==> src/rtl/sam_pkg.sv <==
package sam_pkg;

  typedef enum logic [1:0] {
    ST_IDLE = 2'd0,
    ST_RUN  = 2'd1,
    ST_DONE = 2'd2
  } samState_e;

  // strobes from the sequencer to the datapath
  typedef struct packed {
    logic load;  // capture operands, clear upper half
    logic step;  // one add-or-skip plus right shift
  } samStrb_t;

endpackage

==> src/rtl/sam_adder.sv <==
module sam_adder #(
  parameter int WIDTH = 4
) (
  input  logic [WIDTH-1:0] opA,
  input  logic [WIDTH-1:0] opB,
  output logic [WIDTH-1:0] sum,
  output logic             carryOut
);

  logic [WIDTH:0] carry;

  assign carry[0] = 1'b0;

  genvar bitIdx;
  generate
    for (bitIdx = 0; bitIdx < WIDTH; bitIdx++) begin : g_fa
      logic halfSum;
      assign halfSum          = opA[bitIdx] ^ opB[bitIdx];
      assign sum[bitIdx]      = halfSum ^ carry[bitIdx];
      assign carry[bitIdx+1]  = (opA[bitIdx] & opB[bitIdx]) | (halfSum & carry[bitIdx]);
    end
  endgenerate

  assign carryOut = carry[WIDTH];

endmodule

==> src/rtl/sam_ctrl.sv <==
module sam_ctrl
  import sam_pkg::*;
#(
  parameter int WIDTH = 4
) (
  input  logic     clk,
  input  logic     rstN,
  input  logic     start,
  output samStrb_t strb,
  output logic     done
);

  localparam int               CNT_W    = (WIDTH > 1) ? $clog2(WIDTH) : 1;
  localparam logic [CNT_W-1:0] LAST_CNT = CNT_W'(WIDTH - 1);

  samState_e        state, stateNxt;
  logic [CNT_W-1:0] stepCnt, stepCntNxt;

  always_comb begin
    stateNxt   = state;
    stepCntNxt = stepCnt;
    strb       = '0;
    unique case (state)
      ST_IDLE: begin
        if (start) begin
          strb.load  = 1'b1;
          stepCntNxt = '0;
          stateNxt   = ST_RUN;
        end
      end
      ST_RUN: begin
        strb.step = 1'b1;
        if (stepCnt == LAST_CNT) begin
          stateNxt = ST_DONE;
        end else begin
          stepCntNxt = stepCnt + 1'b1;
        end
      end
      ST_DONE: begin
        stateNxt = ST_IDLE;
      end
      default: begin
        stateNxt = ST_IDLE;
      end
    endcase
  end

  always_ff @(posedge clk or negedge rstN) begin
    if (!rstN) begin
      state   <= ST_IDLE;
      stepCnt <= '0;
    end else begin
      state   <= stateNxt;
      stepCnt <= stepCntNxt;
    end
  end

  assign done = (state == ST_DONE);

endmodule

==> src/rtl/sam_dpath.sv <==
module sam_dpath
  import sam_pkg::*;
#(
  parameter int WIDTH = 4
) (
  input  logic               clk,
  input  logic               rstN,
  input  samStrb_t           strb,
  input  logic [WIDTH-1:0]   multiplicand,
  input  logic [WIDTH-1:0]   multiplier,
  output logic [2*WIDTH-1:0] product
);

  logic [WIDTH-1:0] mcandReg;
  logic [WIDTH-1:0] accHi;
  logic [WIDTH-1:0] accLo;

  logic [WIDTH-1:0] addend;
  logic [WIDTH-1:0] sum;
  logic             carryOut;
  logic             carryBit;

  // Add/skip decision comes from the bit now at the bottom of accLo
  assign addend = accLo[0] ? mcandReg : '0;

  sam_adder #(.WIDTH(WIDTH)) u_adder (
    .opA      (accHi),
    .opB      (addend),
    .sum      (sum),
    .carryOut (carryOut)
  );

  // carry position: captured carry on an add, zero on a skip
  assign carryBit = accLo[0] & carryOut;

  always_ff @(posedge clk or negedge rstN) begin
    if (!rstN) begin
      mcandReg <= '0;
      accHi    <= '0;
      accLo    <= '0;
    end else if (strb.load) begin
      mcandReg <= multiplicand;
      accHi    <= '0;
      accLo    <= multiplier;
    end else if (strb.step) begin
      // {carry, sum, accLo} shifted right one place; carry slot refills with zero
      accHi <= {carryBit, sum[WIDTH-1:1]};
      accLo <= {sum[0], accLo[WIDTH-1:1]};
    end
  end

  assign product = {accHi, accLo};

endmodule

==> src/rtl/shift_add_mult.sv <==
module shift_add_mult
  import sam_pkg::*;
#(
  parameter int WIDTH = 4
) (
  input  logic               clk,
  input  logic               rstN,
  input  logic               start,
  input  logic [WIDTH-1:0]   multiplicand,
  input  logic [WIDTH-1:0]   multiplier,
  output logic [2*WIDTH-1:0] product,
  output logic               done
);

  samStrb_t strb;

  sam_ctrl #(.WIDTH(WIDTH)) u_ctrl (
    .clk   (clk),
    .rstN  (rstN),
    .start (start),
    .strb  (strb),
    .done  (done)
  );

  sam_dpath #(.WIDTH(WIDTH)) u_dpath (
    .clk          (clk),
    .rstN         (rstN),
    .strb         (strb),
    .multiplicand (multiplicand),
    .multiplier   (multiplier),
    .product      (product)
  );

endmodule

==> config.mk <==
export PLATFORM = sky130hd
export DESIGN_NAME = shift_add_mult
export DESIGN_NICKNAME = d
export VERILOG_FILES = /design/src/rtl/sam_pkg.sv /design/src/rtl/sam_adder.sv /design/src/rtl/sam_ctrl.sv /design/src/rtl/sam_dpath.sv /design/src/rtl/shift_add_mult.sv
export SDC_FILE = /design/constraint.sdc
export NUM_CORES = 1
export LEC_CHECK = 0
export ABC_AREA = 1
export BUFFER_PORTS_ARGS = -buffer_cell sky130_fd_sc_hd__clkbuf_2
export CAP_MARGIN = 30
export CORE_MARGIN = 3
export CORE_UTILIZATION = 40
export CTS_BUF_LIST = sky130_fd_sc_hd__clkbuf_8
export DETAILED_ROUTE_END_ITERATION = 8
export GPL_ROUTABILITY_DRIVEN = 0
export GPL_TIMING_DRIVEN = 0
export SKIP_CTS_REPAIR_TIMING = 1
export SLEW_MARGIN = 5
export SYNTH_ARGS = -nofsm -noshare
export SYNTH_HDL_FRONTEND = slang
export SYNTH_SLANG_ARGS = --single-unit
==> constraint.sdc <==
create_clock -name clk -period 2.6 [get_ports clk]
set_clock_uncertainty 0.2 [all_clocks]
set_input_delay 0.26 -clock clk [delete_from_list [all_inputs] [get_ports clk]]
set_output_delay 0.26 -clock clk [all_outputs]
set_load 0.01 [all_outputs]
After elaboration in Yosys (flattened, before gate mapping):

Index checks and enable logic that the tools add are counted.

* register bits: 16
* input port bits: 11
* logic and storage cells: 49

* $add $sub $neg: 1
* bitwise logic cells: 18
* reduce and logical (&&, ||, !) cells: 5
* multiplexer cells: 14
* eq/ne operators: 6

Operator list (count)
* 2-to-1 mux 4 bit: 5
* bitwise AND 1 bit: 8
* 2-to-1 mux 2 bit: 4
* one-hot mux 2 bit (2 select lines): 2
* bitwise XOR 1 bit: 7
* == test 2 bit, second input constant: 2
* != test 2 bit, second input constant: 2
* nonzero test 2 bit: 2
* 2-to-1 mux 1 bit: 3
* OR 1 bit: 3
* AND reduction 3 bit: 1
* adder 2 x 1 -> 2 bit, second input constant: 1
* == test 2 x 1 -> 1 bit, second input constant: 1
* zero test 2 bit: 1
* != test 2 x 1 -> 1 bit, second input constant: 1
* AND reduction 2 bit: 1

Depth between registers and ports, before layout:

* depth in word-level cells: 11
* depth in mapped cells: 10

Hierarchy:

A second synthesis with hierarchy kept.

* cells, all modules: 99
* area, all modules: 875.8 um^2

By module, submodules not included
* sam_dpath: area an instance 575.6 um^2, cells each 65, seq. area each 300.3 um^2, times used 1
* sam_ctrl: area an instance 201.4 um^2, cells each 24, seq. area each 100.1 um^2, times used 1
* sam_adder: area an instance 98.8 um^2, cells each 10, seq. area each 0.0 um^2, times used 1

Least setup slack after synthesis:

Ideal clock, no wire load.

* path type: reg2reg
* from: register u_dpath.accLo[0]
* to: register u_dpath.accHi[2]
* required time: 2282 ps
* arrival time: 2020 ps
* slack: 262 ps
* buffers on the path: 0
* stages on the path, launching flop included: 11
* period minus slack after synthesis: 2338 ps
* path through: dfrtp_1 nand2_1 inv_1 ha_1 inv_1 fa_1 fa_1 inv_1 fa_1 nand2_1 nand2_1

* longest elaborated chain between the ends: 9
* elaborated cells between the ends (all ways): 14

RTL lines
* start: declaration: line sam_dpath.sv:16 `logic [WIDTH-1:0] accLo;`
* start signal: assignment: line sam_dpath.sv:44 `accLo <= multiplier;`
* start signal: assignment: line sam_dpath.sv:48 `accLo <= {sum[0], accLo[WIDTH-1:1]};`
* 2-to-1 mux 4 bit (*): line sam_dpath.sv:24 `assign addend = accLo[0] ? mcandReg : '0;`
* bitwise XOR 1 bit / bitwise AND 1 bit (equally long branches): line sam_adder.sv:18, sam_adder.sv:20
* bitwise AND 1 bit: line sam_adder.sv:20 `assign carry[bitIdx+1] = (opA[bitIdx] & opB[bitIdx]) | (halfSum & carry[bitIdx]);`
* OR 1 bit: line sam_adder.sv:20
* bitwise AND 1 bit: line sam_adder.sv:20
* OR 1 bit: line sam_adder.sv:20
* bitwise XOR 1 bit (*): line sam_adder.sv:19 `assign sum[bitIdx] = halfSum ^ carry[bitIdx];`
* 2-to-1 mux 4 bit (*): line sam_dpath.sv:45 `end else if (strb.step) begin`
* 2-to-1 mux 4 bit (*): line sam_dpath.sv:41 `end else if (strb.load) begin`
* end signal: assignment: line sam_dpath.sv:47 `accHi <= {carryBit, sum[WIDTH-1:1]};`
* end: declaration: line sam_dpath.sv:15 `logic [WIDTH-1:0] accHi;`

Every way passes the cells marked *; elsewhere a longest branch is shown, timed or not. The select of a mux whose other input is x is not followed.
A chain may end at the register's enable or synchronous reset.

Worst setup path after layout:

Same ends and word-level chain as after synthesis.

==> results.md <==
Logic synthesis:
- Of the post-synthesis cell area, the dominant cell type holds 0.492.
- The number of different library cells used by synthesis comes to 16.
- In the synthesized netlist the dominant register cell turns out to be sky130_fd_sc_hd__dfrtp_1.
- The fraction of synthesis flops using an asynchronous set or reset pin is 1.00.
- In the synthesized netlist, the number of instances is 89.
- The area share of and/or/nand/nor cells after synthesis is 0.313.
- The share of the Yosys chip area taken by registers is 0.492.
- The average instance in the mapped netlist occupies 9.15 um^2.
- The main combinational cell family by area after synthesis is simple AND/OR/NAND/NOR gates.
- The synthesized-area fraction occupied by ao, oa, aoi and oai cells is 0.0215.
- The number of storage elements in the synthesis netlist is 16.
- The number of warnings issued by yosys is 0.
- The fraction of the mapped netlist area in adder cells is 0.104.
- Ranked by total cell area, the synthesized netlist is headed by sky130_fd_sc_hd__dfrtp_1 (49%), sky130_fd_sc_hd__nand3_1 (15%), sky130_fd_sc_hd__nand2_1 (11%).
- Of the total synthesized cell area, the portion taken by XOR and XNOR cells is 0.
- When the netlist entered floorplanning its net count stood at 105.
- The portion of netlist area occupied by mux cells is 0.
- The leading area contributor after synthesis is sky130_fd_sc_hd__dfrtp_1.
- The number of enable flip-flop cells after synthesis is 0.
- The cell area after synthesis is 815 um^2.

Die:
- The area of the die is 0.00261 mm^2.
- The floorplan has 15 rows.
- After floorplanning, the core was sized to cover 0.00182 mm^2.
- The starting utilization of the core area is 0.447.
- Measured along the x axis, the die boundary spans 51.1 um.
- The I/O pin count is 20.
- The floorplan die height is 51.1 um.

Timing:
- The total count of hold-check failures in the final report is 0.
- Dividing the final minimum period by the clock period gives 0.932.
- Measured against its own limit, the worst slew margin works out to 0.734.
- The minimum period implied by the final worst setup slack is 2.42 ns.
- After routing, the total negative slack on setup checks comes to 0 ns.
- Derived from the worst setup path, the maximum achievable clock frequency is 413 MHz.
- The final count of pins violating max slew is 0.
- Setup violations remaining at the end of the flow were counted as 0.
- The transition time at the pin with the least slew margin is 0.399 ns.
- The setup slack after layout is 0.178 ns.
- Setup repair after global routing left no endpoint under its margin.

Status:
- The flow ran to the end, and the final reports show no timing, DRC or antenna violations.

Clock tree:
- The clock latency of the later-clocked register in the worst-skew pair is 0.25 ns.
- The longest clock path from root to sink contains 2 buffers.
- The tree is rooted in a sky130_fd_sc_hd__clkbuf_8.
- The clock tree from TritonCTS is done.
- The clock drives 16 sinks.
- In this run, CTS created clock tree buffers numbering 3.
- CTS built an H-tree with a depth of 1.
- The CTS clock-pin slew for the worst setup and hold paths is 0.06 ns.

Layout:
- In the final layout, the share of cells above drive strength 1 is 0.268.
- The number of inserted filler cells in the final layout is 179.
- The net count of the finished layout is 129.
- 0 antenna diodes ended up in the layout.
- Measured on the finished design, the core utilization comes to 0.550.
- In the layout the commonest cells are sky130_fd_sc_hd__nand3_1 (24), sky130_fd_sc_hd__nand2_1 (23), sky130_fd_sc_hd__clkbuf_2 (18), sky130_fd_sc_hd__dfrtp_1 (16), sky130_fd_sc_hd__inv_1 (8).
- The most common cell after layout, fill and taps aside is sky130_fd_sc_hd__nand3_1.
- The sequential cells in the finished layout cover a total of 400 um^2.
- The area growth from synthesis to layout is 22.9%.
- The final instance count without filler cells is 137.
- Summing all multi-input logic gate instances after layout gives 358 um^2.

Global routing:
- The number of antenna violations at the first check in global routing is 0.
- Summed over all layers, the global routing overflow is 0.
- The via count of the first global-routing pass is 654.
- In the global route stage, overall resource usage came out at 0.148.
- The first global-routing pass estimated 2850 um of wire.
- The maximum number of pins on one net before global-route repair is 17.

Setup path:
- Measured in cells, the most critical reg-to-reg path has a length of 10.
- The type of the worst setup path is reg2reg.
- In this run the worst path has a maximum fanout of 7.
- For the worst setup path, the data required time is 2.54 ns.
- STA classifies the critical path startpoint as a flop.
- STA classifies the critical path endpoint as a flop.
- Data on the critical path arrives at its endpoint at 2.36 ns.

Pwr:
- The power per standard cell area is 1110 mW/mm^2.
- The leakage dissipation is 0.000542 uW.
- The worst voltage drop across the vdd grid is 0.000525 V.

Worst hold path:
- The worst hold path passes through 3 cells.
- The class of the worst hold path is in2reg.

Detailed routing:
- The detailed-route vias per instance is 4.92.
- After detailed routing, the number of remaining DRC violations is 0.
- Wires add up to 1630 um.
- Before antenna repair, the detailed router went through 4 iterations.
- In the final routed layout, each cell accounts on average for 11.9 um.
- In this run the remaining antenna-violating nets after routing total 0.
- The via count is 674.
- For this block, the initial DRC count from the detailed router was 21.

Placed design:
- Prior to clock tree synthesis, the placed netlist has a worst setup slack of 0.183 ns.
- The instance count after placement with tap cells included is 132.
- Summed over all nets, the half-perimeter wirelength after detailed placement is 1210 um.
- The number of port buffers is 18.

Job:
- The tool flagged a number of max-cap violations equal to 0.
worst max-delay path, stage by stage (launching register included):
cell	delay [ns]
sky130_fd_sc_hd__dfrtp_1	0.44
sky130_fd_sc_hd__nand2_1	0.07
sky130_fd_sc_hd__inv_1	0.06
sky130_fd_sc_hd__ha_1	0.12
sky130_fd_sc_hd__inv_1	0.04
sky130_fd_sc_hd__fa_1	0.38
sky130_fd_sc_hd__fa_1	0.38
sky130_fd_sc_hd__inv_1	0.08
sky130_fd_sc_hd__fa_1	0.41
sky130_fd_sc_hd__nand2_1	0.08
sky130_fd_sc_hd__nand2_1	0.05
sequential cells by signal, summed over array words and instances, names as in the netlist:
| signal | flops |
|---|---|
| u_dpath.accHi | 4 |
| u_dpath.accLo | 4 |
| u_ctrl.stepCnt | 2 |
| u_ctrl.state | 2 |
| u_dpath.mcandReg | 4 |
path summary, 6_finish.rpt:
| path | slack [ns] | endpoint | from |
|---|---|---|---|
| setup / recovery | 0.18 | u_dpath.accHi[2] | u_dpath.accLo[0] |
| hold / removal | 0.04 | u_dpath.mcandReg[1] | multiplicand[1] |
| setup reg to reg | 0.18 | u_dpath.accHi[2] | u_dpath.accLo[0] |
| hold reg to reg | 0.28 | u_dpath.mcandReg[3] | u_dpath.mcandReg[3] |
| max in group asynchronous | 1.65 | u_dpath.accHi[1] | rstN |
| min in group asynchronous | 0.26 | u_dpath.accHi[0] | rstN |
stage by stage:
| stage | instance area, um^2 | hold slack (ns) | total power [uW] |
|---|---|---|---|
| floorplan | 815 | -0.236 | 756 |
| global route | 1000 | 0.0475 | 1210 |
| global placement | 936 | 0.00665 | 883 |
| detailed placement | 936 | 0.00850 | 898 |
| finish | 1000 | 0.0426 | 1110 |
| CTS | 991 | -0.262 | 1120 |
cell type report:
class	count	share of cell area
sequential	16	0.400
multi-input combinational	61	0.357
timing repair buffer	19	0.100
clock buffer	4	0.0550
inverter	10	0.0375
tap	25	0.0313
buffer	2	0.0188
synth_stat cells, types with 2 or more instances:
cell / instances
sky130_fd_sc_hd__o21ai_2: 2
sky130_fd_sc_hd__inv_1: 8
sky130_fd_sc_hd__nand3_1: 24
sky130_fd_sc_hd__nand4_1: 2
sky130_fd_sc_hd__nor2_1: 2
sky130_fd_sc_hd__fa_1: 3
sky130_fd_sc_hd__ha_1: 2
sky130_fd_sc_hd__nand2_1: 23
sky130_fd_sc_hd__dfrtp_1: 16
per-layer routing:
layer,track usage,vias up,share of wire
li1,-,338,-
met1,0.189,312,0.48
met2,0.242,22,0.45
met3,0.0437,2,0.057
met4,0.0404,0,0.0074
met5,0,-,0
kinds of logic (layout without fill, tap and decap cells):
family          Yosys count  after routing
simple gates             54             54
buf+inv                  12             35
compound gates            2              2
fa+ha+maj                 5              5
flops                    16             16
power breakdown:
| part | internal (uW) | switching (uW) |
|---|---|---|
| Combinational | 179 | 271 |
| Sequential | 350 | 87.7 |
| Clock | 134 | 85.6 |
| Total | 663 | 445 |
Note: power is estimated with default switching activity, not from simulation.
